===== config.mk =====
export PLATFORM = sky130hd
export DESIGN_NAME = apb_cdtimer
export DESIGN_NICKNAME = d
export VERILOG_FILES = /design/src/rtl/cdt_pkg.sv /design/src/rtl/cdt_chan.sv /design/src/rtl/cdt_irq.sv /design/src/rtl/cdt_apb_dec.sv /design/src/rtl/apb_cdtimer.sv
export SDC_FILE = /design/constraint.sdc
export NUM_CORES = 2
export LEC_CHECK = 0
export BUFFER_PORTS_ARGS = -buffer_cell sky130_fd_sc_hd__buf_4
export CAP_MARGIN = 20
export CELL_PAD_IN_SITES_DETAIL_PLACEMENT = 2
export CELL_PAD_IN_SITES_GLOBAL_PLACEMENT = 2
export CORE_MARGIN = 1.5
export CORE_UTILIZATION = 40
export CTS_CLUSTER_DIAMETER = 200
export DETAILED_ROUTE_END_ITERATION = 12
export PLACE_DENSITY = 0.86
export REMOVE_ABC_BUFFERS = 1
export SKIP_LAST_GASP = 1
export SYNTH_ARGS = -nofsm -noshare
export SYNTH_HDL_FRONTEND = slang
export SYNTH_SLANG_ARGS = --single-unit

===== constraint.sdc =====
create_clock -name clk -period 5.15 [get_ports clk]
set_clock_uncertainty 0.1 [all_clocks]
set_input_delay 0 -clock clk [delete_from_list [all_inputs] [get_ports clk]]
set_output_delay 0 -clock clk [all_outputs]
set_load 0.01 [all_outputs]

===== src/rtl/cdt_pkg.sv =====
package cdt_pkg;
  // control bit positions (decoded by the channel logic)
  localparam int CB_START = 1;
  localparam int CB_UPD   = 2;
  localparam int CB_AR    = 4;
  localparam int CB_IE    = 5;
  localparam int CB_PULSE = 6;

  // register offsets inside a channel window
  localparam logic [3:0] OFS_CTRL = 4'h0;
  localparam logic [3:0] OFS_BASE = 4'h4;
  localparam logic [3:0] OFS_CUR  = 4'hC;

  // a running channel expires when this tick leaves it at (or below) zero
  function automatic logic cnt_expires(input logic [63:0] c);
    return c <= 64'd1;
  endfunction

  // live count as seen on the bus: only while running
  function automatic logic [63:0] visible_count(input logic running, input logic [63:0] c);
    return running ? c : 64'd0;
  endfunction
endpackage


===== src/rtl/cdt_chan.sv =====
module cdt_chan #(
  parameter int CNT_W  = 32,
  parameter int CTRL_W = 7
) (
  input  logic              clk,
  input  logic              rst_n,
  input  logic              tick_en,
  input  logic              wr_ctrl,
  input  logic              wr_base,
  input  logic [CTRL_W-1:0] wctrl,
  input  logic [CNT_W-1:0]  wbase,
  output logic [CTRL_W-1:0] ctrl_q,
  output logic [CNT_W-1:0]  base_q,
  output logic [CNT_W-1:0]  cur_rd,
  output logic [CNT_W-1:0]  cnt_q,
  output logic              expire,
  output logic              start,
  output logic              auto_rl,
  output logic              ie,
  output logic              pulse
);
  import cdt_pkg::*;

  logic [CNT_W-1:0] rl_q;
  logic             run_tick;

  assign start    = ctrl_q[CB_START];
  assign auto_rl  = ctrl_q[CB_AR];
  assign ie       = ctrl_q[CB_IE];
  assign pulse    = ctrl_q[CB_PULSE];
  // a bus write to control takes precedence over a tick in the same cycle
  assign run_tick = start && tick_en && !wr_ctrl;
  assign expire   = run_tick && cnt_expires(64'(cnt_q));
  assign cur_rd   = CNT_W'(visible_count(start, 64'(cnt_q)));

  always_ff @(posedge clk) begin
    if (!rst_n) begin
      ctrl_q <= '0;
      base_q <= '0;
      cnt_q  <= '0;
      rl_q   <= '0;
    end else begin
      if (wr_base) base_q <= wbase;
      if (wr_ctrl) begin
        ctrl_q <= wctrl;
        if (wctrl[CB_UPD]) begin
          cnt_q <= base_q;
          rl_q  <= base_q;
        end
      end else if (run_tick) begin
        if (expire) begin
          if (auto_rl) begin
            cnt_q <= rl_q;
          end else begin
            cnt_q            <= '0;
            ctrl_q[CB_START] <= 1'b0;
          end
        end else begin
          cnt_q <= cnt_q - CNT_W'(1);
        end
      end
    end
  end
endmodule


===== src/rtl/cdt_irq.sv =====
module cdt_irq #(
  parameter int NUM_CH = 8
) (
  input  logic              clk,
  input  logic              rst_n,
  input  logic [NUM_CH-1:0] set_ev,
  input  logic [NUM_CH-1:0] pulse_sel,
  input  logic [NUM_CH-1:0] clr,
  output logic [NUM_CH-1:0] sts_q,
  output logic [NUM_CH-1:0] irq_q,
  output logic [NUM_CH-1:0] pls_q
);
  for (genvar g = 0; g < NUM_CH; g++) begin : g_line
    always_ff @(posedge clk) begin
      if (!rst_n) begin
        sts_q[g] <= 1'b0;
        irq_q[g] <= 1'b0;
        pls_q[g] <= 1'b0;
      end else begin
        // a new expiry wins over a clear landing in the same cycle
        if (set_ev[g])   sts_q[g] <= 1'b1;
        else if (clr[g]) sts_q[g] <= 1'b0;

        if (set_ev[g]) begin
          irq_q[g] <= 1'b1;
          pls_q[g] <= pulse_sel[g];
        end else if (clr[g] || pls_q[g]) begin
          irq_q[g] <= 1'b0;
        end
      end
    end
  end
endmodule


===== src/rtl/cdt_apb_dec.sv =====
module cdt_apb_dec #(
  parameter int NUM_CH = 8,
  parameter int ADDR_W = 12,
  parameter int DATA_W = 32,
  parameter int CNT_W  = 32,
  parameter int CTRL_W = 7
) (
  input  logic                         psel,
  input  logic                         penable,
  input  logic                         pwrite,
  input  logic [ADDR_W-1:0]            paddr,
  input  logic [NUM_CH-1:0][CTRL_W-1:0] rd_ctrl,
  input  logic [NUM_CH-1:0][CNT_W-1:0]  rd_base,
  input  logic [NUM_CH-1:0][CNT_W-1:0]  rd_cur,
  input  logic [NUM_CH-1:0]            rd_sts,
  output logic [NUM_CH-1:0]            wr_ctrl,
  output logic [NUM_CH-1:0]            wr_base,
  output logic                         wr_sts,
  output logic [DATA_W-1:0]            prdata
);
  import cdt_pkg::*;

  localparam int IDX_W = ADDR_W - 4;
  localparam logic [ADDR_W-1:0] WIN_LO = ADDR_W'(16);
  localparam logic [ADDR_W-1:0] WIN_HI = ADDR_W'((NUM_CH + 1) * 16);

  logic             wr_acc;
  logic             in_win;
  logic [IDX_W-1:0] ch_idx;
  logic [3:0]       ofs;

  assign wr_acc = psel && penable && pwrite;
  assign in_win = (paddr >= WIN_LO) && (paddr < WIN_HI);
  assign ch_idx = paddr[ADDR_W-1:4] - IDX_W'(1);
  assign ofs    = paddr[3:0];
  assign wr_sts = wr_acc && (paddr == '0);

  for (genvar g = 0; g < NUM_CH; g++) begin : g_wdec
    assign wr_ctrl[g] = wr_acc && in_win && (ch_idx == IDX_W'(g)) && (ofs == OFS_CTRL);
    assign wr_base[g] = wr_acc && in_win && (ch_idx == IDX_W'(g)) && (ofs == OFS_BASE);
  end

  always_comb begin
    prdata = '0;
    if (psel && !pwrite) begin
      if (paddr == '0) begin
        prdata = DATA_W'(rd_sts);
      end else if (in_win) begin
        for (int k = 0; k < NUM_CH; k++) begin
          if (ch_idx == IDX_W'(k)) begin
            case (ofs)
              OFS_CTRL: prdata = DATA_W'(rd_ctrl[k]);
              OFS_BASE: prdata = DATA_W'(rd_base[k]);
              OFS_CUR:  prdata = DATA_W'(rd_cur[k]);
              default:  prdata = '0;
            endcase
          end
        end
      end
    end
  end
endmodule


===== src/rtl/apb_cdtimer.sv =====
module apb_cdtimer #(
  parameter int NUM_CH = 8,
  parameter int ADDR_W = 12,
  parameter int DATA_W = 32,
  parameter int CNT_W  = 32,
  parameter int CTRL_W = 7
) (
  input  logic              clk,
  input  logic              rst_n,
  input  logic [ADDR_W-1:0] paddr,
  input  logic              psel,
  input  logic              penable,
  input  logic              pwrite,
  input  logic [DATA_W-1:0] pwdata,
  output logic [DATA_W-1:0] prdata,
  output logic              pready,
  output logic              pslverr,
  input  logic              tick_en,
  output logic [NUM_CH-1:0] irq
);
  logic [NUM_CH-1:0][CTRL_W-1:0] ch_ctrl;
  logic [NUM_CH-1:0][CNT_W-1:0]  ch_base;
  logic [NUM_CH-1:0][CNT_W-1:0]  ch_cur;
  logic [NUM_CH-1:0][CNT_W-1:0]  ch_cnt;
  logic [NUM_CH-1:0]             ch_expire;
  logic [NUM_CH-1:0]             ch_start;
  logic [NUM_CH-1:0]             ch_ar;
  logic [NUM_CH-1:0]             ch_ie;
  logic [NUM_CH-1:0]             ch_pulse;
  logic [NUM_CH-1:0]             ch_wr_ctrl;
  logic [NUM_CH-1:0]             ch_wr_base;
  logic                          sts_wr;
  logic [NUM_CH-1:0]             sts_clr;
  logic [NUM_CH-1:0]             sts_q;
  logic [NUM_CH-1:0]             irq_set;
  logic [NUM_CH-1:0]             pls_hold;

  assign pready  = 1'b1;
  assign pslverr = 1'b0;
  assign sts_clr = sts_wr ? pwdata[NUM_CH-1:0] : '0;
  assign irq_set = ch_expire & ch_ie;

  cdt_apb_dec #(
    .NUM_CH(NUM_CH), .ADDR_W(ADDR_W), .DATA_W(DATA_W), .CNT_W(CNT_W), .CTRL_W(CTRL_W)
  ) u_dec (
    .psel    (psel),
    .penable (penable),
    .pwrite  (pwrite),
    .paddr   (paddr),
    .rd_ctrl (ch_ctrl),
    .rd_base (ch_base),
    .rd_cur  (ch_cur),
    .rd_sts  (sts_q),
    .wr_ctrl (ch_wr_ctrl),
    .wr_base (ch_wr_base),
    .wr_sts  (sts_wr),
    .prdata  (prdata)
  );

  for (genvar g = 0; g < NUM_CH; g++) begin : g_ch
    cdt_chan #(.CNT_W(CNT_W), .CTRL_W(CTRL_W)) u_ch (
      .clk     (clk),
      .rst_n   (rst_n),
      .tick_en (tick_en),
      .wr_ctrl (ch_wr_ctrl[g]),
      .wr_base (ch_wr_base[g]),
      .wctrl   (pwdata[CTRL_W-1:0]),
      .wbase   (pwdata[CNT_W-1:0]),
      .ctrl_q  (ch_ctrl[g]),
      .base_q  (ch_base[g]),
      .cur_rd  (ch_cur[g]),
      .cnt_q   (ch_cnt[g]),
      .expire  (ch_expire[g]),
      .start   (ch_start[g]),
      .auto_rl (ch_ar[g]),
      .ie      (ch_ie[g]),
      .pulse   (ch_pulse[g])
    );
  end

  cdt_irq #(.NUM_CH(NUM_CH)) u_irq (
    .clk       (clk),
    .rst_n     (rst_n),
    .set_ev    (irq_set),
    .pulse_sel (ch_pulse),
    .clr       (sts_clr),
    .sts_q     (sts_q),
    .irq_q     (irq),
    .pls_q     (pls_hold)
  );
endmodule


=== Word-level counts from Yosys, hierarchy flattened ===
Cells that the tools add are included.

* Logic and storage cells: 371
* Register bits after elaboration: 848
* Bits of input ports: 50

* Add/sub/neg operators: 9
* Bitwise logic cells: 1
* Reductions and logical operators: 130
* Eq/ne operators: 25
* Mux-type cells: 132
* Magnitude comparators: 10

{| class="wikitable"
|+ Operators by type and width
! operator !! number
|-
| $mux W32 || 59
|-
| $pmux W32 S3 || 8
|-
| $le A32 B1 Y1 const B || 8
|-
| $sub A32 B1 Y32 const B || 8
|-
| $mux W1 || 64
|-
| $reduce_bool A2 Y1 || 32
|-
| $logic_and A1 B1 Y1 || 54
|-
| $eq A8 B3 Y1 const B || 4
|-
| $reduce_and A2 Y1 || 16
|-
| $reduce_and A3 Y1 || 8
|-
| $eq A8 B2 Y1 const B || 2
|-
| $ne A2 B1 Y1 const B || 8
|-
| $ne A2 B2 Y1 const B || 8
|-
| $ge A12 B5 Y1 const B || 1
|-
| $logic_not A12 Y1 || 1
|-
| $lt A12 B8 Y1 const B || 1
|-
| $logic_not A1 Y1 || 9
|-
| $and A8 B8 Y8 || 1
|-
| $eq A8 B1 Y1 const B || 1
|-
| $logic_not A8 Y1 || 1
|-
| $logic_or A1 B1 Y1 || 8
|-
| $mux W8 || 1
|-
| $sub A8 B1 Y8 const B || 1
|-
| $eq A4 B3 Y1 const B || 1
|-
| 2 further kinds || 2
|}

=== Depth between registers and ports, before layout ===
* Depth after elaboration: 13
* Depth in mapped cells: 12
* Mapped depth without buffers: 9

=== Hierarchy ===
From an unflattened synthesis, not the netlist that was laid out.

* Cells, all modules: 6337
* Area, all modules: 49960.4 um2

{| class="wikitable"
|+ Modules (own cells, without submodules)
! module !! sequential area each (um2) !! cells each !! instances !! area each (um2)
|-
| cdt_chan || 2062.0 || 670 || 8 || 5357.6
|-
| cdt_apb_dec || 0.0 || 883 || 1 || 6108.4
|-
| cdt_irq || 480.5 || 74 || 1 || 868.3
|-
| apb_cdtimer || 0.0 || 20 || 1 || 122.6
|}

=== Worst setup path before layout ===
No wires, ideal clock.

* Path kind: register to register
* Start: register g_ch[6].u_ch.cnt_q[12]
* End: register g_ch[6].u_ch.cnt_q[24]
* Cell stages (with the launch flop): 11
* Clock period less this slack: 2.942 ns
* Library setup time: 0.123 ns
* Buffers on the path: 3
* Arrival: 2.719 ns
* Slack: 2.208 ns
* Cell sequence: dfxtp_1 or4_1 buf_2 or4b_4 or4_4 buf_6 nor2_8 buf_12 o21ai_2 a221oi_1 nor2_1

* Longest elaborated chain between the ends: 5

{| class="wikitable"
|+ Ends and longest elaborated chain
! what !! line !! text
|-
| from (decl) || cdt_chan.sv:15 || <nowiki>output logic [CNT_W-1:0] cnt_q,</nowiki>
|-
| from (signal assigned) || cdt_chan.sv:47 || <nowiki>cnt_q <= base_q;</nowiki>
|-
| from (signal assigned) || cdt_chan.sv:53 || <nowiki>cnt_q <= rl_q;</nowiki>
|-
| from (signal assigned) || cdt_chan.sv:59 || <nowiki>cnt_q <= cnt_q - CNT_W'(1);</nowiki>
|-
| $le A32 B1 Y1 || cdt_pkg.sv:16 || <nowiki>return c <= 64'd1;</nowiki>
|-
| $logic_and A1 B1 Y1 || cdt_chan.sv:33 || <nowiki>assign expire = run_tick && cnt_expires(64'(cnt_q));</nowiki>
|-
| $mux W32 * || cdt_chan.sv:51 || <nowiki>if (expire) begin</nowiki>
|-
| $mux W32 * || cdt_chan.sv:50 || <nowiki>end else if (run_tick) begin</nowiki>
|-
| $mux W32 * || cdt_chan.sv:44 || <nowiki>if (wr_ctrl) begin</nowiki>
|}

Mark *: on every way between the ends. The rest lies on a longest branch, timed or not. The select of a mux whose other input is x is not followed.
A chain may end at the register's enable or synchronous reset.

=== Final worst setup path ===
* Start: input paddr[1]
* End: output prdata[2]

* Longest elaborated chain between the ends: 13

{| class="wikitable"
|+ Ends and longest elaborated chain
! what !! line !! text
|-
| from (decl) || apb_cdtimer.sv:10 || <nowiki>input logic [ADDR_W-1:0] paddr,</nowiki>
|-
| $eq A4 B4 Y1 (tied with other cells) || cdt_apb_dec.sv:51 || <nowiki>case (ofs)</nowiki>
|-
| $pmux W32 S3 || cdt_apb_dec.sv:51 ||
|-
| $mux W32 (8 in a row) || cdt_apb_dec.sv:50 || <nowiki>if (ch_idx == IDX_W'(k)) begin</nowiki>
|-
| $mux W32 || cdt_apb_dec.sv:48 || <nowiki>end else if (in_win) begin</nowiki>
|-
| $mux W32 * || cdt_apb_dec.sv:46 || <nowiki>if (paddr == '0) begin</nowiki>
|-
| $mux W32 * || cdt_apb_dec.sv:45 || <nowiki>if (psel && !pwrite) begin</nowiki>
|-
| to (decl) || apb_cdtimer.sv:15 || <nowiki>output logic [DATA_W-1:0] prdata,</nowiki>
|}

Mark *: on every way between the ends. The rest lies on a longest branch, timed or not.

==> reports/results.md <==
Outcome
- run status: completed

STA
- Fin. Hold Viols: 0
- achievable clock frequency: 207 MHz
- setup repair after global routing missed its margin: no
- remaining max-slew budget at the tightest pin: 15.0%
- Total Neg Setup Slack: 0 ns
- share of the clock period used by the worst path: 93.6%
- final number of max-transition violations: 0
- final setup violation count: 0
- transition time at the pin with the least slew margin: 1.26 ns
- minimum period implied by the final worst setup slack: 4.82 ns

Clocking
- clock input transition at the sequential cells of the worst setup and hold paths: 0.06 ns
- post-cts gate resize count: 0
- htree depth: 3
- Setup Fix Bufs, Post-CTS: 0
- cts bufs inserted: 99
- buffers from clock root to sink, at most: 3
- Clk Latency, worst-skew pair: 0.75 ns
- TritonCTS clock tree: built
- number of hold-repair buffers added at the cts stage: 37
- clock root cell: sky130_fd_sc_hd__clkbuf_16
- Clock Sinks: 848

Drt
- Starting DRT DRC Count: 6759
- Vias: 52100
- remaining antenna violation count after routing: 0
- mean number of vias per cell: 7.07
- detailed-route DRC error count: 0
- DRT Pass-1 Iters: 6
- average wire length per cell after detail routing: 35.0 µm
- Post-Route WL: 258000 µm

Worst setup path
- kind of critical path: in2out
- endpoint kind of the worst setup timing path: primary output
- slack of the worst reg-to-reg path: 1.33 ns
- reg-to-reg critical path endpoint: g_ch[6].u_ch.cnt_q[3]
- required arrival time at the worst endpoint: 5.05 ns
- depth of the worst register-to-register path: 8
- RR Startpoint: g_ch[6].u_ch.cnt_q[12]
- Worst EP arrival: 4.72 ns
- crit path launch: paddr[1]
- worst-path fanout max: 15
- critical path launch point type: input port

Global routing
- global-route wire length before repair: 373000 µm
- final global-route overflow total: 0
- vias in the first global route: 52600
- met1 Track Usage GR: 57.1%
- met2 usage: 66.5%
- most congested layer reported by global routing: met2
- maximum number of pins on one net before global-route repair: 158
- Global Route Usage Sum: 44.6%
- initial antenna violation count: 23
- met3 track demand over resource in global routing: 10.1%

Floorplanning
- Vert. Die Dim: 335 µm
- boundary pin count: 92
- Site Rows: 121
- die extent in x: 335 µm
- core area: 109000 µm²
- Initial Utilization: 40.4%
- die footprint: 112000 µm²

Logic synthesis
- Yosys top cell area share: 38.6%
- adder and majority gate portion of the synthesized area: 0.455%
- yosys warns: 0
- proportion of register bits with asynchronous set or reset after synthesis: 0%
- top_reg_cell synth: sky130_fd_sc_hd__dfxtp_1
- Post-Synthesis Cells: 6026
- Post-Synth XOR/XNOR Area: 2.80%
- Cell variety after synth: 89
- largest area contributor in the netlist: sky130_fd_sc_hd__dfxtp_1
- synthesized-area fraction occupied by and/or/nand/nor cells: 24.5%
- dominant combinational cell family by area after synthesis: compound AO/OA/AOI/OAI gates
- mean instance size in the synthesized netlist: 7.31 µm²
- fraction of the mapped netlist area in compound gates: 27.3%
- count of flip-flops with a built-in enable after synthesis: 0
- Syn Std Cell Area: 44000 µm²
- largest cells by area after synthesis: sky130_fd_sc_hd__dfxtp_1 (39%), sky130_fd_sc_hd__nand2_1 (12%), sky130_fd_sc_hd__a21oi_1 (10%)
- multiplexer share of the synthesized area: 1.11%
- part of the Yosys area used for sequential elements: 38.6%
- flop and latch count out of synthesis: 848

Worst hold path
- terminating pin of the worst hold path: g_ch[0].u_ch.base_q[20]
- hold path start: paddr[6]
- number of cells on the worst hold path: 6
- worst min-delay path class: in2reg

Place
- buffers added on ports: 89
- Final HPWL DP: 163000 µm
- RePlAce Congestion: 1.03

Run
- max-cap violations: 0

Pwr
- leakage power summed over all cells: 0.0175 µW
- total power consumption of the routed design: 14700 µW
- largest vdd supply drop: 0.000267 V
- total power per unit cell area: 296 nW/µm²

Final layout
- Finished Core Util: 45.4%
- number of nets in the layout: 5930
- layout-stage area growth over the synthesis result: 12.5%
- filler cell count in the final layout: 12300
- fraction of final layout cells sized beyond drive strength 1: 9.15%

-- logic make-up (layout without fill, tap and decap cells) --
kind of cell	after synthesis	after routing
compound gates	1992	1992
xor+xnor	141	141
fa+ha+maj	16	16
buf+inv	577	495
flops	848	848
mux	44	44
other cells	2	12
simple gates	2406	2406
-- Yosys cell counts (all sizes together), types with 15 or more instances --
library cell	number
a31oi	50
or4	37
o21ai	355
nand4	31
or2	22
o22ai	52
inv	30
xnor2	61
nor3	152
and3	41
nand3	167
a22oi	196
ha	16
or3	63
a211oi	30
xor2	80
o22a	22
clkbuf	456
nor4	119
and2	24
o31ai	28
buf	91
o211ai	101
o211a	15
a221oi	81
dfxtp	848
nand2	1428
nor2	254
a21oi	920
mux2	40
-- layout by cell type (no fill, tap or decap), drive strengths merged, types with 81 or more instances in the layout --
master | synthesis | layout
a221oi | 81 | 81
nand2 | 1428 | 1428
nor2 | 254 | 254
o21ai | 355 | 355
o211ai | 101 | 101
dfxtp | 848 | 848
nor3 | 152 | 152
a22oi | 196 | 196
buf | 91 | 247
a21oi | 920 | 920
nand3 | 167 | 167
nor4 | 119 | 119
clkbuf | 456 | 152
-- state kept, by name, summed over array words and instances, names as in the netlist --
register	cells
g_ch.u_ch.base_q	256
g_ch.u_ch.cnt_q	256
g_ch.u_ch.ctrl_q	56
g_ch.u_ch.rl_q	256
u_irq.irq_q	8
u_irq.pls_q	8
u_irq.sts_q	8
-- worst max path at each step --
stage               cells past startpoint                     end
global placement                        9               prdata[2]
floorplan                               5  g_ch[7].u_ch.base_q[0]
detailed placement                      9               prdata[2]
global route                            9               prdata[0]
finish                                 10               prdata[2]
CTS                                     9               prdata[0]
-- layout make-up --
| cell class | instances | area, µm² | area share (%) |
|---|---|---|---|
| Clock inverter | 29 | 370 | 0.748 |
| Tap cell | 1414 | 1770 | 3.57 |
| Multi-Input combinational cell | 4601 | 25000 | 50.4 |
| Antenna cell | 10 | 25.0 | 0.0505 |
| Timing Repair Buffer | 284 | 2340 | 4.72 |
| Clock buffer | 152 | 2950 | 5.96 |
| Sequential cell | 848 | 17000 | 34.3 |
| Inverter | 30 | 120 | 0.243 |
-- power by group --
part | leakage, µW | switching [µW] | internal (µW)
sequential | 0.00683 | 0.218 | 6560
clock | 0.00162 | 3250 | 4290
combinational | 0.00902 | 465 | 91.9
-- stage by stage --
stage,hold WS [ns],worst slack [ns],instances,cell area (µm²)
floorplan,0.0175,-10.65,5479,41800
global placement,0.322,1.04,7138,45800
detailed placement,0.330,0.958,7138,45800
CTS,0.00492,0.694,7356,49500
global route,0.0712,0.531,7358,49500
finish,0.0459,0.328,7368,49500
-- routing by layer --
layer  part of all wire (%)  wire length [µm]  up-vias
li1                       -                 -    21200
met1                     38             99000    26500
met2                     43            111000     3333
met3                     11             28200      965
met4                    7.7             19900       38
met5                  0.097               250        -
-- critical path, stage by stage --
cell and delay [ns]:
sky130_fd_sc_hd__dlygate4sd3_1 0.59, sky130_fd_sc_hd__buf_4 0.18, sky130_fd_sc_hd__nor4bb_4 1.05, sky130_fd_sc_hd__and2_1 0.80, sky130_fd_sc_hd__a22oi_1 0.25, sky130_fd_sc_hd__o22ai_1 0.63, sky130_fd_sc_hd__nor3_1 0.21, sky130_fd_sc_hd__a211oi_1 0.57
sky130_fd_sc_hd__o211a_1 0.28, sky130_fd_sc_hd__buf_4 0.14
Power figures use the tool's default switching activity.
